==> src/rtl/mbx_pkg.sv <==
package mbx_pkg;
    localparam int WORD_W  = 32;
    localparam int RUN_BIT = 31;
    localparam int OPC_LSB = 24;
    localparam int OPC_W   = 7;
    localparam int P2_LSB  = 16;
    localparam int P1_LSB  = 8;
    localparam int CODE_W  = 8;

    typedef enum logic [7:0] {
        RC_OK        = 8'h00,
        RC_BAD_CMD   = 8'h01,
        RC_BAD_PARAM = 8'h02,
        RC_TIMEOUT   = 8'h03,
        RC_LOCKED    = 8'h04,
        RC_BAD_VRID  = 8'h05,
        RC_VR_FAULT  = 8'h06
    } rc_e;

    typedef enum logic [1:0] {
        REG_CMD  = 2'd0,
        REG_RSVD = 2'd1,
        REG_DLO  = 2'd2,
        REG_DHI  = 2'd3
    } reg_e;
endpackage

==> src/rtl/mbx_host_dec.sv <==
module mbx_host_dec
    import mbx_pkg::*;
#(
    parameter int NUM_CH = 3,
    parameter int CHW    = 2
) (
    input  logic              host_we,
    input  logic [CHW+1:0]    host_addr,
    output logic [CHW-1:0]    chan_idx,
    output logic              chan_ok,
    output reg_e              reg_sel,
    output logic [NUM_CH-1:0] we_cmd,
    output logic [NUM_CH-1:0] we_lo,
    output logic [NUM_CH-1:0] we_hi
);
    always_comb begin
        chan_idx = host_addr[CHW+1:2];
        reg_sel  = reg_e'(host_addr[1:0]);
        chan_ok  = (int'(chan_idx) < NUM_CH);
        we_cmd   = '0;
        we_lo    = '0;
        we_hi    = '0;
        for (int k = 0; k < NUM_CH; k++) begin
            if (host_we && chan_ok && (int'(chan_idx) == k)) begin
                we_cmd[k] = (reg_sel == REG_CMD);
                we_lo[k]  = (reg_sel == REG_DLO);
                we_hi[k]  = (reg_sel == REG_DHI);
            end
        end
    end

    always_comb begin
        AST_ONE_STROBE: assert ($onehot0({we_cmd, we_lo, we_hi}));
    end
endmodule

==> src/rtl/mbx_prio_sel.sv <==
module mbx_prio_sel #(
    parameter int N  = 3,
    parameter int IW = 2
) (
    input  logic          clk,
    input  logic          rst_n,
    input  logic [N-1:0]  req,
    output logic          any,
    output logic [IW-1:0] idx
);
    always_comb begin
        any = |req;
        idx = '0;
        for (int k = N - 1; k >= 0; k--) begin
            if (req[k]) idx = IW'(k);
        end
    end

    AST_PRIO_LOWEST: assert property (@(posedge clk) disable iff (!rst_n)
        any |-> (req[idx] && ((req & ~({N{1'b1}} << idx)) == '0)));
endmodule

==> src/rtl/mbx_channel.sv <==
module mbx_channel
    import mbx_pkg::*;
#(
    parameter int WDOG_LIMIT = 64,
    parameter bit WIDE       = 1'b1
) (
    input  logic              clk,
    input  logic              rst_n,
    input  logic              we_cmd,
    input  logic              we_lo,
    input  logic              we_hi,
    input  logic [WORD_W-1:0] wdata,
    input  logic              take,
    input  logic [CODE_W-1:0] rsp_code,
    input  logic [WORD_W-1:0] rsp_lo,
    input  logic [WORD_W-1:0] rsp_hi,
    output logic [WORD_W-1:0] cmd_o,
    output logic [WORD_W-1:0] lo_o,
    output logic [WORD_W-1:0] hi_o,
    output logic              run_o,
    output logic              irq_o
);
    localparam int CW = $clog2(WDOG_LIMIT + 1);

    typedef struct packed {
        logic [WORD_W-1:0] cmd;
        logic [WORD_W-1:0] lo;
        logic [WORD_W-1:0] hi;
        logic [CW-1:0]     cnt;
        logic              irq;
    } ch_st_t;

    ch_st_t s_d, s_q;
    logic   expire;

    always_comb begin
        s_d     = s_q;
        s_d.irq = 1'b0;
        expire  = s_q.cmd[RUN_BIT] && (s_q.cnt == CW'(WDOG_LIMIT - 1));
        if (s_q.cmd[RUN_BIT]) begin
            s_d.cnt = s_q.cnt + 1'b1;
            if (take) begin
                s_d.cmd[RUN_BIT]    = 1'b0;
                s_d.cmd[CODE_W-1:0] = rsp_code;
                s_d.lo              = rsp_lo;
                if (WIDE) s_d.hi = rsp_hi;
                s_d.irq             = 1'b1;
                s_d.cnt             = '0;
            end else if (expire) begin
                s_d.cmd[RUN_BIT]    = 1'b0;
                s_d.cmd[CODE_W-1:0] = RC_TIMEOUT;
                s_d.irq             = 1'b1;
                s_d.cnt             = '0;
            end
        end else begin
            if (we_cmd) begin
                s_d.cmd = {wdata[WORD_W-1:CODE_W], {CODE_W{1'b0}}};
                s_d.cnt = '0;
            end
            if (we_lo) s_d.lo = wdata;
            if (we_hi && WIDE) s_d.hi = wdata;
        end
    end

    always_ff @(posedge clk) begin
        if (!rst_n) s_q <= '0;
        else        s_q <= s_d;
    end

    assign cmd_o = s_q.cmd;
    assign lo_o  = s_q.lo;
    assign hi_o  = s_q.hi;
    assign run_o = s_q.cmd[RUN_BIT];
    assign irq_o = s_q.irq;

    AST_BUSY_CMD_KEPT: assert property (@(posedge clk) disable iff (!rst_n)
        (s_q.cmd[RUN_BIT] && we_cmd && !take && !expire)
        |=> (s_q.cmd[RUN_BIT] && $stable(s_q.cmd[WORD_W-2:CODE_W])));

    AST_BUSY_DATA_KEPT: assert property (@(posedge clk) disable iff (!rst_n)
        (s_q.cmd[RUN_BIT] && !take && !expire) |=> ($stable(s_q.lo) && $stable(s_q.hi)));

    AST_NARROW_HI_ZERO: assert property (@(posedge clk) disable iff (!rst_n)
        !WIDE |-> (s_q.hi == '0));

    AST_IRQ_ON_FALL: assert property (@(posedge clk) disable iff (!rst_n)
        $fell(s_q.cmd[RUN_BIT]) |-> s_q.irq);

    AST_IRQ_SINGLE: assert property (@(posedge clk) disable iff (!rst_n)
        s_q.irq |=> !s_q.irq);

    AST_WDOG_BOUND: assert property (@(posedge clk) disable iff (!rst_n)
        s_q.cmd[RUN_BIT] |-> (int'(s_q.cnt) < WDOG_LIMIT));

    AST_TIMEOUT_CODE: assert property (@(posedge clk) disable iff (!rst_n)
        (s_q.cmd[RUN_BIT] && !take && (int'(s_q.cnt) == WDOG_LIMIT - 1))
        |=> (!s_q.cmd[RUN_BIT] && s_q.cmd[CODE_W-1:0] == RC_TIMEOUT));

    AST_CODE_VERBATIM: assert property (@(posedge clk) disable iff (!rst_n)
        (s_q.cmd[RUN_BIT] && take) |=> (s_q.cmd[CODE_W-1:0] == $past(rsp_code)));
endmodule

==> src/rtl/mbx_responder.sv <==
module mbx_responder
    import mbx_pkg::*;
#(
    parameter int          NUM_CH     = 3,
    parameter int          WDOG_LIMIT = 64,
    parameter logic [NUM_CH-1:0] WIDE_MASK = 3'b110,
    localparam int         CHW        = (NUM_CH > 1) ? $clog2(NUM_CH) : 1
) (
    input  logic              clk,
    input  logic              rst_n,
    input  logic              host_we,
    input  logic [CHW+1:0]    host_addr,
    input  logic [31:0]       host_wdata,
    output logic [31:0]       host_rdata,
    output logic              ctl_req_valid,
    output logic [CHW-1:0]    ctl_req_chan,
    output logic [6:0]        ctl_req_opcode,
    output logic [7:0]        ctl_req_p1,
    output logic [7:0]        ctl_req_p2,
    output logic [31:0]       ctl_req_lo,
    output logic [31:0]       ctl_req_hi,
    input  logic              ctl_rsp_valid,
    input  logic [7:0]        ctl_rsp_code,
    input  logic [31:0]       ctl_rsp_lo,
    input  logic [31:0]       ctl_rsp_hi,
    output logic [NUM_CH-1:0] irq
);
    logic [CHW-1:0]    dec_chan;
    logic              dec_ok;
    reg_e              dec_reg;
    logic [NUM_CH-1:0] we_cmd, we_lo, we_hi;
    logic [NUM_CH-1:0] run_vec;
    logic [NUM_CH-1:0] take_vec;
    logic              sel_any;
    logic [CHW-1:0]    sel_idx;
    logic [31:0]       cmd_w [NUM_CH];
    logic [31:0]       lo_w  [NUM_CH];
    logic [31:0]       hi_w  [NUM_CH];

    mbx_host_dec #(.NUM_CH(NUM_CH), .CHW(CHW)) u_dec (
        .host_we  (host_we),
        .host_addr(host_addr),
        .chan_idx (dec_chan),
        .chan_ok  (dec_ok),
        .reg_sel  (dec_reg),
        .we_cmd   (we_cmd),
        .we_lo    (we_lo),
        .we_hi    (we_hi)
    );

    mbx_prio_sel #(.N(NUM_CH), .IW(CHW)) u_sel (
        .clk  (clk),
        .rst_n(rst_n),
        .req  (run_vec),
        .any  (sel_any),
        .idx  (sel_idx)
    );

    for (genvar g = 0; g < NUM_CH; g++) begin : g_ch
        assign take_vec[g] = ctl_rsp_valid && sel_any && (int'(sel_idx) == g);

        mbx_channel #(.WDOG_LIMIT(WDOG_LIMIT), .WIDE(WIDE_MASK[g])) u_ch (
            .clk     (clk),
            .rst_n   (rst_n),
            .we_cmd  (we_cmd[g]),
            .we_lo   (we_lo[g]),
            .we_hi   (we_hi[g]),
            .wdata   (host_wdata),
            .take    (take_vec[g]),
            .rsp_code(ctl_rsp_code),
            .rsp_lo  (ctl_rsp_lo),
            .rsp_hi  (ctl_rsp_hi),
            .cmd_o   (cmd_w[g]),
            .lo_o    (lo_w[g]),
            .hi_o    (hi_w[g]),
            .run_o   (run_vec[g]),
            .irq_o   (irq[g])
        );
    end

    always_comb begin
        host_rdata = '0;
        if (dec_ok) begin
            case (dec_reg)
                REG_CMD: host_rdata = cmd_w[dec_chan];
                REG_DLO: host_rdata = lo_w[dec_chan];
                REG_DHI: host_rdata = hi_w[dec_chan];
                default: host_rdata = '0;
            endcase
        end
    end

    always_comb begin
        ctl_req_valid  = sel_any;
        ctl_req_chan   = sel_idx;
        ctl_req_opcode = '0;
        ctl_req_p1     = '0;
        ctl_req_p2     = '0;
        ctl_req_lo     = '0;
        ctl_req_hi     = '0;
        if (sel_any) begin
            ctl_req_opcode = cmd_w[sel_idx][OPC_LSB +: OPC_W];
            ctl_req_p1     = cmd_w[sel_idx][P1_LSB +: 8];
            ctl_req_p2     = cmd_w[sel_idx][P2_LSB +: 8];
            ctl_req_lo     = lo_w[sel_idx];
            ctl_req_hi     = hi_w[sel_idx];
        end
    end

    AST_ORPHAN_RSP: assert property (@(posedge clk) disable iff (!rst_n)
        (ctl_rsp_valid && !ctl_req_valid) |=> (irq == '0));

    AST_ONE_TAKE: assert property (@(posedge clk) disable iff (!rst_n)
        $onehot0(take_vec));
endmodule

==> config.mk <==
export PLATFORM = sky130hd
export DESIGN_NAME = mbx_responder
export DESIGN_NICKNAME = d
export VERILOG_FILES = /design/src/rtl/mbx_pkg.sv /design/src/rtl/mbx_host_dec.sv /design/src/rtl/mbx_prio_sel.sv /design/src/rtl/mbx_channel.sv /design/src/rtl/mbx_responder.sv
export SDC_FILE = /design/constraint.sdc
export NUM_CORES = 1
export LEC_CHECK = 0
export BUFFER_PORTS_ARGS = -buffer_cell sky130_fd_sc_hd__buf_2
export CORE_UTILIZATION = 25
export DETAILED_ROUTE_END_ITERATION = 7
export PLACE_DENSITY_LB_ADDON = 0.15
export REMOVE_ABC_BUFFERS = 1
export SLEW_MARGIN = 20
export SYNTH_ARGS = -nofsm -noshare
export SYNTH_HDL_FRONTEND = slang
export SYNTH_HIERARCHICAL = 1
export SYNTH_SLANG_ARGS = --single-unit
==> constraint.sdc <==
create_clock -name clk -period 5.14 [get_ports clk]
set_input_delay 1.028 -clock clk [delete_from_list [all_inputs] [get_ports clk]]
set_output_delay 1.028 -clock clk [all_outputs]
set_load 0.01 [all_outputs]
# Word level (Yosys, flattened, before mapping)

Index checks and enable logic that the tools add are counted.
W data, S select, Z words.

Add/sub/neg operators: 3
Magnitude comparators: 3
Eq/ne operators: 15
Mux-type cells: 75
Bitwise operators: 5
Reductions and logical operators: 37

Operators by type and width:

| operator              | number |
|---|---|
| $mux W32              | 22 |
| $bmux W32 S2          | 6 |
| $mux W79              | 2 |
| $mux W64              | 2 |
| $mux W8               | 14 |
| $pmux W32 S3          | 1 |
| $mux W31              | 2 |
| $mux W40              | 1 |
| $mux W7               | 5 |
| $reduce_and A2 Y1     | 14 |
| $add A7 B1 Y7 const B | 3 |
| $eq A7 B6 Y1 const B  | 3 |
| $mux W1               | 17 |
| $reduce_bool A2 Y1    | 8 |
| $eq A2 B2 Y1 const B  | 6 |
| $logic_and A1 B1 Y1   | 11 |
| $ne A3 B2 Y1 const B  | 3 |
| $ge A3 B3 Y1 const B  | 2 |
| $logic_not A2 Y1      | 3 |
| $mux W2               | 3 |
| $ne A2 B1 Y1 const B  | 3 |
| $not A2 Y3            | 2 |
| $not A1 Y1            | 3 |
| $reduce_or A3 Y1      | 1 |
| $lt A2 B2 Y1 const B  | 1 |

Register bits after elaboration: 280
Bits of input ports: 112
Output and inout bits: 125
Logic and storage cells: 158

# Depth between registers and ports, before layout

Word-level depth: 8
Gate-level depth with buffers: 11
Gate-level depth less buffers: 7

# Modules after synthesis

The synthesis kept the hierarchy.

Modules (own cells, without submodules):

| module                         | instances | cells an instance | area an instance (µm²) | seq. area each (µm²) |
|---|---|---|---|---|
| mbx_channel (g_ch[1].u_ch ...) | 2         | 586               | 5238.8                 | 2082.0 |
| mbx_responder                  | 1         | 737               | 4943.5                 | 0.0 |
| mbx_channel (g_ch[0].u_ch)     | 1         | 424               | 3828.7                 | 1441.4 |
| mbx_host_dec                   | 1         | 19                | 115.1                  | 0.0 |
| mbx_prio_sel                   | 1         | 3                 | 20.0                   | 0.0 |

# Least setup slack after synthesis

No wires, ideal clock.

Kind: input to output
Start point: input host_addr[3]
End point: output host_rdata[16]
Arrival time: 2.203 ns
Data required time: 4.112 ns
Slack: 1.909 ns
Cell stages on the path: 6
Path buffers: 3
Cell sequence: buf_4 buf_6 buf_8 mux4_2 a221oi_1 nor2_1

Word-level cells in the longest chain between the ends: 6
Elaborated cells between the ends (all ways): 13
Those cells by class: order compare (1); mux (11); bitwise (1)

RTL lines:

| element                                  | RTL line                                                      | RTL |
|---|---|---|
| start: declaration                       | mbx_responder.sv:12                                           | `input logic [CHW+1:0] host_addr,` |
| $not A2 Y3 (not written as such)         | mbx_responder.sv:85, mbx_responder.sv:86, mbx_responder.sv:87 |  |
| $bmux W32 S2 (on tied branches)          | mbx_responder.sv:87, mbx_responder.sv:85, mbx_responder.sv:86 |  |
| $mux W32 (on tied branches) (2 in a row) | mbx_responder.sv:87, mbx_responder.sv:85, mbx_responder.sv:86 |  |
| $pmux W32 S3                             | mbx_responder.sv:84                                           | `case (dec_reg)` |
| $mux W32 (*)                             | mbx_responder.sv:83                                           | `if (dec_ok) begin` |
| end: declaration                         | mbx_responder.sv:14                                           | `output logic [31:0] host_rdata,` |

Every way passes the cells marked *; elsewhere a longest branch is shown, timed or not. The select of a mux whose other input is x is not followed.

# Worst setup path in the final report

Start point: register g_ch[1].u_ch.s_q (netlist bit g_ch[1].u_ch/cmd_o[31])
End point: output ctl_req_lo[30]

Word-level cells in the longest chain between the ends: 7
Elaborated cells between the ends (all ways): 8
Those cells by class: mux (6); bitwise (1); reduce/logical (1)

RTL lines:

| element                                     | RTL line             | RTL |
|---|---|---|
| start: declaration                          | mbx_channel.sv:33    | `ch_st_t s_d, s_q;` |
| start signal: assignment                    | mbx_channel.sv:66    | `if (!rst_n) s_q <= '0;` |
| start signal: assignment                    | mbx_channel.sv:67    | `else s_q <= s_d;` |
| $mux W2 (2 in a row)                        | mbx_prio_sel.sv:15   | `if (req[k]) idx = IW'(k);` |
| $not A2 Y3 (not written as such)            | mbx_responder.sv:105 | `ctl_req_lo = lo_w[sel_idx];` |
| $bmux W32 S2                                | mbx_responder.sv:105 |  |
| $mux W32 (not written as such) (2 in a row) | mbx_responder.sv:105 |  |
| $mux W32 (*)                                | mbx_responder.sv:101 | `if (sel_any) begin` |
| end: declaration                            | mbx_responder.sv:20  | `output logic [31:0] ctl_req_lo,` |

Marked as above.

==> impl_metrics.csv <==
group,metric,value,unit
status,status,"finished clean",
setup_path,worst_ep_arrival_time,3.24,ns
power,power_density,265,nW/um^2
min_path,hold_start,"g_ch[1].u_ch/s_q[7]",
placed_design,io_buffers,236,
cts,cts_tree,"yes",
routing,vias_per_cell,4.77,
global_routing,grt_pass1_vias,15700,
routing,first_iter_violations,881,
sta,rsz0062_at_grt,"false",
power,finalPower,0.00540,W
cts,numCtsBuffers,39,
sta,setup_viol,0,
routing,wl,70.7,mm
sta,fin_hold_ws,0.426,ns
min_path,hp-class,"reg2reg",
cts,cts.sinks,280,
global_routing,grt_use_met3,2.65,%
global_routing,grt_max_degree,111,
sta,hold_violations,0,
setup_path,cp.required,4.11,ns
global_routing,grt_util_met2,29.8,%
die,num_rows,101,
sta,clock.fmax,0.234,GHz
setup_path,reg2regPathDepth,8,
synthesis,postSynthCellCount,2354,
placed_design,place.gp.congestion,0.801,
finish,final_nets,2339,
sta,setup_tns,0,ns
setup_path,end_kind,"primary output",
setup_path,start_kind,"flip-flop",
routing,drt_pass1_iterations,5,
global_routing,overflow,0,
sta,post-route-period-util,83.1,%
cts,cts_root_buf,"clkbuf_16",
routing,vias,15700,
routing,route.detailed.wl_per_inst,21.5,um
sta,tightest_slew,1.00,ns
power,leakage,9.38,nW
die,ios,237,
setup_path,critPathKind,"reg2out",
power,peakVddDrop,0.000183,V
die,die-area,78600,um^2
min_path,hold_depth,2,
routing,ant_nets,0,
cts,path_clk_slew,0.06,ns
placed_design,dp_hpwl,45.7,mm
die,core,76300,um^2
finish,synthToLayoutAreaGrowth,4.90,%
global_routing,grt.busiest_layer,"met2",
die,start_util,25.4,%
routing,route.detailed.drc,0,
setup_path,r2r-end,"g_ch[1].u_ch/lo_o[6]",
global_routing,antenna_found_initial,11,
sta,relSlewSlack,33.1,%
cts,hold_buffers,0,
synthesis,synth_area,19400,um^2
min_path,whs_endpoint,"g_ch[1].u_ch/s_q[7]",
sta,finClkSkew,0.0241,ns
cts,insertion_delay,0.56,ns
cts,ctsLongestPathBuffers,3,
cts,cts-resized-gates,0,
cts,cts_setup_buffers,0,
die,die_w,280,um
sta,fin_crit,4.27,ns
global_routing,track_usage,17.7,%
setup_path,regToRegSetupSlack,1.71,ns
finish,drive_gt1_share,18.7,%
die,die_h,280,um
setup_path,critical_path.max_fanout,25,
finish,final_core_util,26.6,%
flow_run,drv_cap,0,
cts,htree_levels,2,
global_routing,grt_pass1_wl,104,mm
setup_path,r2r_start,"g_ch[0].u_ch/cmd_o[31]",
synthesis,avgSynthCellArea,8.23,um^2
global_routing,met1_usage,23.5,%
synthesis,ys_warn_count,6,
sta,final-max-slew-violation-count,0,
[sequential cells by signal (all words and copies together), names as in the netlist]
name,cells
g_ch.u_ch/cmd_o,96
g_ch.u_ch/hi_o,64
g_ch.u_ch/irq_o,3
g_ch.u_ch/lo_o,96
g_ch.u_ch/s_q,21
[routing by layer]
layer	routed length, um	vias to the layer above
met5	27	-
met4	1470	4
met3	3640	78
met2	33500	387
met1	32100	7659
li1	-	7557
[cell usage in the layout, fill, tap and decap left out, types with 44 or more instances in the layout]
cell type / count
mux2i_1: 185
and2_1: 117
nor2b_1: 61
nor2_1: 66
o211a_1: 162
nand2_1: 429
o21ai_0: 121
buf_2: 233
a21oi_1: 155
mux2_2: 44
dfxtp_1: 277
a21boi_0: 45
[cell type report]
class                   count  area, um^2
well taps                1030        1290
diodes                      7        17.5
flip-flops and latches    280        5620
clock buffers              60        1170
inverters                  15        56.3
fillers                  8386       56000
repair buffers            268        1510
clock inverters             8        50.0
multi-input cells        1620       10600
[through the flow]
step                cells  setup slack (ns)  cell area [um^2]
floorplan            1915             -9.62             16200
global placement     3213             0.969             19100
detailed placement   3213             0.972             19100
CTS                  3281             0.845             20300
global route         3283             0.780             20300
finish               3288             0.868             20300
[worst max-delay path: stages (launching register included)]
cell	delay (ns)
dfxtp_4	0.59
nor2b_4	0.71
buf_4	0.43
mux2i_1	0.11
o21ai_0	0.47
and2_1	0.21
buf_2	0.14
[worst max-delay path by stage]
| stage | startpoint | endpoint | cells after the start |
|---|---|---|---|
| 2_1_floorplan | g_ch[1].u_ch/cmd_o[31] | g_ch[2].u_ch/hi_o[0] | 6 |
| 3_3_place_gp | host_addr[3] | host_rdata[6] | 7 |
| 3_5_place_dp | host_addr[3] | host_rdata[6] | 7 |
| 4_1_cts | g_ch[1].u_ch/cmd_o[31] | ctl_req_hi[7] | 6 |
| 5_1_grt | g_ch[1].u_ch/cmd_o[31] | ctl_req_hi[30] | 6 |
| 6_report | g_ch[1].u_ch/cmd_o[31] | ctl_req_lo[30] | 6 |
[power breakdown]
part           leakage [nW]  switching [W]  internal [W]
logic                  6.51       0.000327      0.000192
registers              2.26      0.0000318       0.00221
clock network         0.606        0.00107       0.00157
total                  9.38        0.00143       0.00396
Note: power is estimated with default switching activity, not from simulation.
